==> src/rtl/vref_pkg.sv <==
`timescale 1ns/1ps
// Package: shared line-number type and window constants for the
// vertical reference generator. Only the long-window limits are kept
// here; the short window is derived by trimming one line at each end.
package vref_pkg;
    localparam int LINE_W = 10;
    typedef logic [LINE_W-1:0] line_t;

    // Frame length and second-field boundary per timing.
    localparam line_t FRAME_525 = line_t'(525);
    localparam line_t FRAME_625 = line_t'(625);
    localparam line_t FLD2_525  = line_t'(263);
    localparam line_t FLD2_625  = line_t'(313);

    // Long-window limits, first field and second field.
    localparam line_t W525_F1_LO = line_t'(18);
    localparam line_t W525_F1_HI = line_t'(259);
    localparam line_t W525_F2_LO = line_t'(281);
    localparam line_t W525_F2_HI = line_t'(522);
    localparam line_t W625_F1_LO = line_t'(23);
    localparam line_t W625_F1_HI = line_t'(310);
    localparam line_t W625_F2_LO = line_t'(336);
    localparam line_t W625_F2_HI = line_t'(623);

    typedef struct packed {
        line_t lo;
        line_t hi;
    } win_t;
endpackage

==> src/rtl/vref_cfg_latch.sv <==
`timescale 1ns/1ps
// Module: holds the active timing and length settings.
// Assumes frame_go is a one-cycle qualified frame-start event; the
// settings change only then, so one frame never mixes two settings.
module vref_cfg_latch (
    input  logic clk,
    input  logic rst_n,
    input  logic frame_go,
    input  logic mode_50,
    input  logic len_long,
    output logic act_50,
    output logic act_long
);
    // Load the selected settings on frame start; clear on reset.
    always_ff @(posedge clk) begin
        if (!rst_n) begin
            act_50   <= 1'b0;
            act_long <= 1'b0;
        end else if (frame_go) begin
            act_50   <= mode_50;
            act_long <= len_long;
        end
    end
endmodule

==> src/rtl/vref_line_counter.sv <==
`timescale 1ns/1ps
// Module: line and field counter with frame and second-field
// re-alignment and overrun detection.
// Assumes field_stb only matters on a cycle with line_stb; the frame
// length and field boundary follow the active timing setting.
module vref_line_counter
    import vref_pkg::*;
(
    input  logic  clk,
    input  logic  rst_n,
    input  logic  line_stb,
    input  logic  field_stb,
    input  logic  field_id,
    input  logic  act_50,
    output line_t line_no,
    output logic  field_o,
    output logic  wrap_err
);
    line_t frame_len;
    line_t fld2_line;
    line_t cnt_nxt;
    logic  fld_nxt;
    logic  err_nxt;
    logic  go_frame;
    logic  go_field2;
    line_t cnt_inc;

    // Pick frame length and second-field boundary for the active timing.
    always_comb begin
        frame_len = act_50 ? FRAME_625 : FRAME_525;
        fld2_line = act_50 ? FLD2_625 : FLD2_525;
    end

    // Decode the strobe combination for this line.
    always_comb begin
        go_frame  = line_stb && field_stb && !field_id;
        go_field2 = line_stb && field_stb && field_id;
        cnt_inc   = line_no + line_t'(1);
    end

    // Choose the next line, field and error state.
    always_comb begin
        cnt_nxt = line_no;
        fld_nxt = field_o;
        err_nxt = wrap_err;
        if (go_frame) begin
            cnt_nxt = line_t'(1);
            fld_nxt = 1'b0;
            err_nxt = 1'b0;
        end else if (go_field2) begin
            cnt_nxt = fld2_line;
            fld_nxt = 1'b1;
        end else if (line_stb) begin
            if (line_no >= frame_len) begin
                cnt_nxt = line_t'(1);
                fld_nxt = 1'b0;
                err_nxt = 1'b1;
            end else begin
                cnt_nxt = cnt_inc;
                if (cnt_inc == fld2_line) begin
                    fld_nxt = 1'b1;
                end
            end
        end
    end

    // Register the counter state.
    always_ff @(posedge clk) begin
        if (!rst_n) begin
            line_no  <= '0;
            field_o  <= 1'b0;
            wrap_err <= 1'b0;
        end else begin
            line_no  <= cnt_nxt;
            field_o  <= fld_nxt;
            wrap_err <= err_nxt;
        end
    end
endmodule

==> src/rtl/vref_window_lut.sv <==
`timescale 1ns/1ps
// Module: returns the active-line window for the current field.
// Purely combinational. The long window comes from the constant table
// in the package; the short window is one line shorter at each end.
module vref_window_lut
    import vref_pkg::*;
(
    input  logic act_50,
    input  logic act_long,
    input  logic field,
    output win_t win
);
    win_t  base;
    line_t trim;

    // Select the long-window limits for timing and field.
    always_comb begin
        unique case ({act_50, field})
            2'b00:   base = '{lo: W525_F1_LO, hi: W525_F1_HI};
            2'b01:   base = '{lo: W525_F2_LO, hi: W525_F2_HI};
            2'b10:   base = '{lo: W625_F1_LO, hi: W625_F1_HI};
            default: base = '{lo: W625_F2_LO, hi: W625_F2_HI};
        endcase
    end

    // Shrink by one line at each end for the short window.
    always_comb begin
        trim   = act_long ? '0 : line_t'(1);
        win.lo = base.lo + trim;
        win.hi = base.hi - trim;
    end
endmodule

==> src/rtl/vref_window_gen.sv <==
`timescale 1ns/1ps
// Module: top of the vertical reference generator. It ties the settings
// latch, the line counter and the window lookup together. vref is
// decoded from registered state only, so it moves only after a line
// strobe. Assumes line_stb is a single-cycle pulse.
module vref_window_gen (
    input  logic                       clk,
    input  logic                       rst_n,
    input  logic                       line_stb,
    input  logic                       field_stb,
    input  logic                       field_id,
    input  logic                       mode_50,
    input  logic                       len_long,
    output logic                       vref,
    output logic [vref_pkg::LINE_W-1:0] line_no,
    output logic                       field_o,
    output logic                       wrap_err
);
    import vref_pkg::*;

    logic act_50;
    logic act_long;
    logic frame_go;
    win_t win;

    // Qualified frame-start event for the settings latch.
    always_comb frame_go = line_stb && field_stb && !field_id;

    vref_cfg_latch u_cfg (
        .clk      (clk),
        .rst_n    (rst_n),
        .frame_go (frame_go),
        .mode_50  (mode_50),
        .len_long (len_long),
        .act_50   (act_50),
        .act_long (act_long)
    );

    vref_line_counter u_cnt (
        .clk       (clk),
        .rst_n     (rst_n),
        .line_stb  (line_stb),
        .field_stb (field_stb),
        .field_id  (field_id),
        .act_50    (act_50),
        .line_no   (line_no),
        .field_o   (field_o),
        .wrap_err  (wrap_err)
    );

    vref_window_lut u_lut (
        .act_50   (act_50),
        .act_long (act_long),
        .field    (field_o),
        .win      (win)
    );

    // Window compare on the registered line number.
    always_comb vref = (line_no >= win.lo) && (line_no <= win.hi);
endmodule

==> config.mk <==
export PLATFORM = sky130hd
export DESIGN_NAME = vref_window_gen
export DESIGN_NICKNAME = d
export VERILOG_FILES = /design/src/rtl/vref_pkg.sv /design/src/rtl/vref_cfg_latch.sv /design/src/rtl/vref_line_counter.sv /design/src/rtl/vref_window_lut.sv /design/src/rtl/vref_window_gen.sv
export SDC_FILE = /design/constraint.sdc
export NUM_CORES = 1
export LEC_CHECK = 0
export ABC_AREA = 1
export BUFFER_PORTS_ARGS = -buffer_cell sky130_fd_sc_hd__buf_2
export CAP_MARGIN = 15
export CORE_MARGIN = 8
export CORE_UTILIZATION = 40
export CTS_CLUSTER_DIAMETER = 60
export DETAILED_ROUTE_END_ITERATION = 7
export SLEW_MARGIN = 0
export SYNTH_ARGS = -nofsm -noshare
export SYNTH_HDL_FRONTEND = slang
export SYNTH_SLANG_ARGS = --single-unit
==> constraint.sdc <==
create_clock -name clk -period 6.6 [get_ports clk]
set_input_delay 0.33 -clock clk [delete_from_list [all_inputs] [get_ports clk]]
set_output_delay 0.33 -clock clk [all_outputs]
set_load 0.02 [all_outputs]
==> key figures, run 1 <==
Timing
  • Fmax: 317 MHz
  • Setup Skew: 1.23 ps
  • Final slew viol count: 0
  • Unrepaired setup endpoints after global routing: false
  • Relative slew slack: 60.7%
  • Final setup fails: 0
  • Min cycle time layout: 3150 ps
  • Slew @ Worst Pin: 588 ps
  • Period utilisation layout: 47.7%
  • Setup TNS Final: 0 ps
  • Final Hold Violating Endpoints: 0

Floorplanning
  • Die Ht: 81.2 um
  • Die ar.: 0.00659 mm2
  • Initial Util: approximately two fifths
  • Ports: 20
  • Rows: 23
  • Core area: around 0.004 mm2
  • Die W: about 81 um

Synthesis
  • Synth Area in Compound Gates: 15.1%
  • Sequential share of the synthesized area: 16.5%
  • XOR/XNOR Fraction of Synth Area: 1.03%
  • Seq cells post-synth: 14
  • Asr flop ratio synth: 0%
  • Mapped Nets: 297
  • Post-synth top area cell: ha_1
  • Synth Area in Simple Gates: 34.4%
  • Combinational family with the most area after synthesis: simple AND/OR/NAND/NOR gates
  • Yosys top cell area share: 21.3%
  • Number of synthesized flops with an enable pin: 0
  • Synth Instances: about 260
  • Synth Flop Type: dfxtp_1
  • Most frequent cell after synthesis: nand2_1
  • Synth area leaders: ha_1, dfxtp_1, nand2_1
  • Synth cell types: 31
  • Synth top cells by count: nand2_1, inv_1, ha_1
  • Warnings from Yosys: 0
  • Post-synthesis adder-cell area fraction: 21.3%
  • Syn_area_per_cell: 6.51 um2
  • Netlist Area Pre-Place: 0.00170 mm2
  • Post-synthesis mux area share: 0%

Global routing
  • Total congestion overflow: 0
  • Pin count of the biggest net entering global routing: 13
  • GR Util All Layers: 14.5%
  • First-pass GRT wire length: 7560 um
  • Vias in the first global route: about 1600
  • Initial antenna violation count: 0

CTS
  • Clk_lat worst skew: 240 ps
  • Worst-path clk slew: 50 ps
  • Post-CTS Setup Bufs: 0
  • Clock root buffer: clkbuf_8
  • CTS tree: yes
  • Post-CTS Hold Buffers: 0
  • CTS buffer count: 3
  • CTS H-Tree Depth: 1
  • Clock Tree Buf Depth: 2
  • Clock sink total: 14
  • PostCTS Resize Cnt: 0

Detailed routing
  • DR pass1 iterations: 4
  • Drt total wl: 4490 um
  • DR DRC count: 0
  • Via density: 5.24
  • Routed length per instance: between 10 and 15 um
  • Vias: between 1500 and 2000
  • Iter 0 DRT Violations: 141
  • Remaining antenna violation count after routing: 0

Power
  • Logic gate share of total power: a little under a third
  • Internal: 0.000157 W
  • Pwr/cell area: 134 mW/mm2
  • Peak supply drop: 0.000132 V
  • Sw power: 0.0000896 W
  • Sequential share of power: 40.5%
  • Pwr Total: ~0.00025 W
  • Clock Power Share: 27.9%
  • Sw Ratio: between 30% and 40%
  • Lkg Pwr: around 0.93 nW

Finish
  • # diodes: 0
  • Fin nets: between 300 and 400
  • Fillers: 439
  • Share of cells above drive strength 1: 13.7%
  • Area Overhead vs Synth: 8.17%

Setup path
  • WP data arrival: around 2800 ps
  • Critical path class: reg -> out
  • Crit Path Max Fanout: 11
  • Worst EP required: 6270 ps
  • Startpoint Class: flop
  • Nature of the critical path endpoint: output pin

Outcome
  • Status: finished, final reports clean

Worst hold path
  • Min-delay worst type: in -> reg

Placed design
  • Routability cong.: 0.875
  • Post-DP HPWL: 3600 um
  • Port Buf Inserts: 19

Flow run
  • Max-Cap Viols: 0
==> cell type report <==
class | count | area, um2 | share of cell area [%]
inverters | 37 | 139 | 7.55
clock buffers | 3 | 41.3 | 2.24
repair buffers | 19 | 95.1 | 5.17
multi-input cells | 204 | 1220 | 66.4
well taps | 50 | 62.6 | 3.40
flip-flops and latches | 14 | 280 | 15.2
==> power groups by stage <==
stage | logic (W) | registers, W | clock network (W)
final | 0.0000781 | 0.0000999 | 0.0000690
after global routing | 0.0000898 | 0.000101 | 0.0000761
after floorplan | 0.0000591 | 0.0000989 | 0
after detailed placement | 0.0000773 | 0.000102 | 0
after CTS | 0.0000777 | 0.0000997 | 0.0000719
after global placement | 0.0000781 | 0.000102 | 0
==> cell usage in the layout (no fill, tap or decap), types with 3 or more instances in the layout <==
cell       n
clkbuf_8   3
inv_1     35
nand4_1    6
nand3b_1   4
ha_1      29
nand2_1   67
a21oi_1   19
dfxtp_1   14
buf_2     19
nand2_2    3
o211ai_1   4
nor2_1    23
nor3_1     5
nor2_2     4
o21ai_0   12
nand3_1   12
==> stage by stage <==
stage | std cells | hold slack, ps | cell area, um2 | setup slack [ps] | utilization [%]
2_1_floorplan | 261 | 468 | 1700 | 4050 | -
3_3_place_gp | 324 | 437 | 1800 | 3770 | 44.3
3_5_place_dp | 324 | 446 | 1800 | 3720 | 44.3
4_1_cts | 327 | 359 | 1840 | 3460 | 45.3
5_1_grt | 327 | 384 | 1840 | 3180 | 45.3
6_report | 327 | 359 | 1840 | 3450 | 45.3
==> state kept, by name, summed over array words and instances, names as in the netlist <==
signal and count:
u_cfg.act_50 1, u_cnt.field_o 1, u_cfg.act_long 1, u_cnt.line_no 10, u_cnt.wrap_err 1
==> kinds of logic (layout without fill, tap and decap cells) <==
kind of cell,count (synthesis),in the layout
flip-flops,14,14
AO/OA/AOI/OAI,44,44
XOR/XNOR,2,2
adder cells (fa/ha/maj),29,29
AND/OR/NAND/NOR,129,129
buffers and inverters,43,59
==> worst paths after layout <==
kind / endpoint / slack (ps) / startpoint / cells past startpoint
worst max-delay path: vref / 3450 / u_cfg.act_50$_SDFFE_PN0P_ / 13
worst min-delay path: u_cfg.act_50$_SDFFE_PN0P_ / 360 / rst_n / 3
worst max register to register: u_cnt.field_o$_SDFFE_PP0P_ / 4360 / u_cfg.act_50$_SDFFE_PN0P_ / 10
worst min register to register: u_cnt.wrap_err$_SDFFE_PP0P_ / 450 / u_cnt.wrap_err$_SDFFE_PP0P_ / 2
==> worst max-delay path, cell delays in order (launching register included) <==
cell      delay [ps]
dfxtp_1          490
inv_1            260
ha_1             380
ha_1             190
o211ai_1         130
xor2_1           170
ha_1             290
nand2_1           70
nor2_1           130
nand4_1          120
nand4_1          110
nand2_1           50
inv_1             50
buf_2            150
==> per-layer routing <==
layer / part of all wire, % / vias to the layer above / track usage [%]
li1: - / 891 / -
met1: 49 / 773 / 19.8
met2: 44 / 41 / 22.7
met3: 5.2 / 7 / 2.32
met4: 1.4 / 0 / 4.29
met5: 0 / - / 0
Note: power is estimated with default switching activity, not from simulation.
==> run 2: changes to the inputs <==
==> constraint.sdc (replaced) <==
create_clock -name clk -period 3.1 [get_ports clk]
set_input_delay 0.155 -clock clk [delete_from_list [all_inputs] [get_ports clk]]
set_output_delay 0.155 -clock clk [all_outputs]
set_load 0.02 [all_outputs]
==> run 2 against run 1 <==
Against the previous run: critical path depth stayed put; via count hardly changed; sequential power is 110% higher; sequential share of layout area is 0.28 points lower; critical path type unchanged.
==> key figures, run 2 (synthesis gave the netlist of run 1 again) <==
Outcome
  • Status: finished, final reports clean

Setup path
  • Critical Path End: vref
  • Cell mode on critical path: ha_1
  • Worst reg-to-reg path cell count: 11
  • Worst Path Buf+Inv: 3
  • Delay-heaviest family, CP: adder cells
  • WP data arrival: 2600 ps
  • Worst EP required: 2940 ps
  • Max stage delay on crit path: 440 ps
  • Nature of the critical path endpoint: output pin
  • Startpoint Class: flop
  • Crit. path cell count: 13
  • Critical path class: reg -> out
  • RR Endpoint: u_cnt.field_o$_SDFFE_PP0P_
  • Crit Path Max Fanout: 9
  • Setup slack, reg-to-reg: 870 ps
  • Setup crit start: u_cfg.act_50$_SDFFE_PN0P_
  • Worst-path cell chain: clkinvlp_4 > ha_1 > ha_1 > o211ai_1 > xor2_1 > ha_1 > nand2_1 > nor3_1 > o211ai_1 > nand4_1 > nand2_1 > inv_1 > buf_2
  • Slowest cell on crit path: dfxtp_2
  • Critical R2R Launch: u_cfg.act_50$_SDFFE_PN0P_

Global routing
  • Initial antenna violation count: 0
  • Total congestion overflow: 0
  • First-pass GRT wire length: 7870 um
  • Pin count of the biggest net entering global routing: 13
  • GR Util All Layers: 14.8%
  • Vias in the first global route: 1664

Timing
  • Final Hold Violating Endpoints: 0
  • Hold WS: 179 ps
  • Slew @ Worst Pin: ~500 ps
  • Min cycle time layout: about 2800 ps
  • Relative slew slack: between 60 and 70%
  • Setup Skew: 3.10 ps
  • Unrepaired setup endpoints after global routing: false
  • Period utilisation layout: 88.9%
  • Final slew viol count: 0
  • Worst setup margin: 345 ps
  • Fmax: 363 MHz
  • Setup TNS Final: 0 ps
  • Final setup fails: 0

Finish
  • Fillers: 436
  • Area Overhead vs Synth: 10.7%
  • Most frequent cells in the layout: nand2_1, inv_1, ha_1
  • # diodes: 0
  • FF+latch area: 282 um2
  • Max reg flops: 10
  • Most common cell after layout, fill and taps aside: nand2_1
  • Area occupied by multi-input gates: 0.00122 mm2
  • Top reg by flops: u_cnt.line_no
  • Fin nets: 320
  • Cell area after layout: 0.00188 mm2
  • Share of cells above drive strength 1: between 15 and 20%

Placed design
  • Post-DP HPWL: between 3000 and 4000 um
  • Port Buf Inserts: 19
  • Placed Area: 0.00182 mm2
  • Routability cong.: 0.900
  • Pre-CTS setup slack: 411 ps

Power
  • Sequential share of power: 38.6%
  • Pwr/cell area: approximately 280 mW/mm2
  • Sw power: about 0.00020 W
  • Logic gate share of total power: 32.9%
  • Pwr Total: 0.000535 W
  • Sw Ratio: ~36%
  • Peak supply drop: 0.000227 V
  • Clock Power Share: 28.5%
  • Lkg Pwr: 0.953 nW
  • Internal: around 0.00034 W

Floorplanning
  • Die W: ~80 um
  • Die Ht: 81.2 um
  • Ports: 20
  • Core area: 0.00406 mm2
  • Die ar.: 0.00659 mm2
  • Initial Util: 41.9%
  • Rows: 23

Detailed routing
  • Drt total wl: approximately 4600 um
  • Routed length per instance: 13.9 um
  • DR pass1 iterations: 4
  • Vias: 1711
  • DR DRC count: 0
  • Iter 0 DRT Violations: 90
  • Remaining antenna violation count after routing: 0
  • Via density: just over 5

CTS
  • Clock root buffer: clkbuf_8
  • Post-CTS Hold Buffers: 0
  • CTS tree: yes
  • Clock Tree Buf Depth: 2
  • Worst-path clk slew: 60 ps
  • Clk_lat worst skew: 250 ps
  • Clock sink total: 14
  • CTS buffer count: 3
  • CTS H-Tree Depth: 1

Flow run
  • Max-Cap Viols: 0

Worst hold path
  • Min-delay worst type: in -> reg
-- run 2: changes by cell type in the layout (fill, tap and decap cells not counted), sizes merged --
cell / previous run / this run
buf: 19 / 24
clkinvlp: 0 / 1
inv: 37 / 36
-- run 2: power by group through the flow --
stage	clock network [W]	registers, W	logic, W
2_1_floorplan	0	0.000211	0.000126
3_3_place_gp	0	0.000209	0.000172
3_5_place_dp	0	0.000209	0.000173
4_1_cts	0.000158	0.000206	0.000174
5_1_grt	0.000164	0.000208	0.000204
6_report	0.000153	0.000206	0.000176
-- run 2: tightest hold or removal path: stages --
cell and delay (ps):
buf_2 120, o21ai_0 70, a21oi_1 40
-- run 2: layout make-up --
type | instances | area share (%)
Clock buffer | 3 | 2.19
Inverter | 37 | 7.58
Multi-Input combinational cell | 204 | 64.9
Sequential cell | 14 | 15.0
Tap cell | 50 | 3.32
Timing Repair Buffer | 24 | 7.05
-- run 2: worst min path at each step --
stage,from,slack [ps],endpoint,cells past startpoint
after global routing,rst_n,210,u_cfg.act_long$_SDFFE_PN0P_,3
after global placement,u_cnt.wrap_err$_SDFFE_PP0P_,440,u_cnt.wrap_err$_SDFFE_PP0P_,2
after detailed placement,u_cnt.wrap_err$_SDFFE_PP0P_,440,u_cnt.wrap_err$_SDFFE_PP0P_,2
after CTS,rst_n,180,u_cfg.act_50$_SDFFE_PN0P_,3
final,rst_n,180,u_cfg.act_50$_SDFFE_PN0P_,3
after floorplan,rst_n,290,u_cfg.act_50$_SDFFE_PN0P_,2
-- run 2: metal layers --
| layer | part of all wire (%) | GRT usage, % |
|---|---|---|
| met1 | 49 | 19.6 |
| met2 | 44 | 23.7 |
| met3 | 5.5 | 2.43 |
| met4 | 1.8 | 5.18 |
| met5 | 0 | 0 |
-- run 2: metrics by stage --
stage          utilization (%)  cells
6_report                  46.4    332
5_1_grt                   46.4    332
4_1_cts                   45.9    330
3_5_place_dp              44.9    327
3_3_place_gp              44.9    327
2_1_floorplan                -    261
-- run 2: what timing repair did --
item	CTS	global route
resized for setup	0	2
setup endpoints to repair	0	1
buffers inserted	0	2
endpoints found under the hold margin	0	0
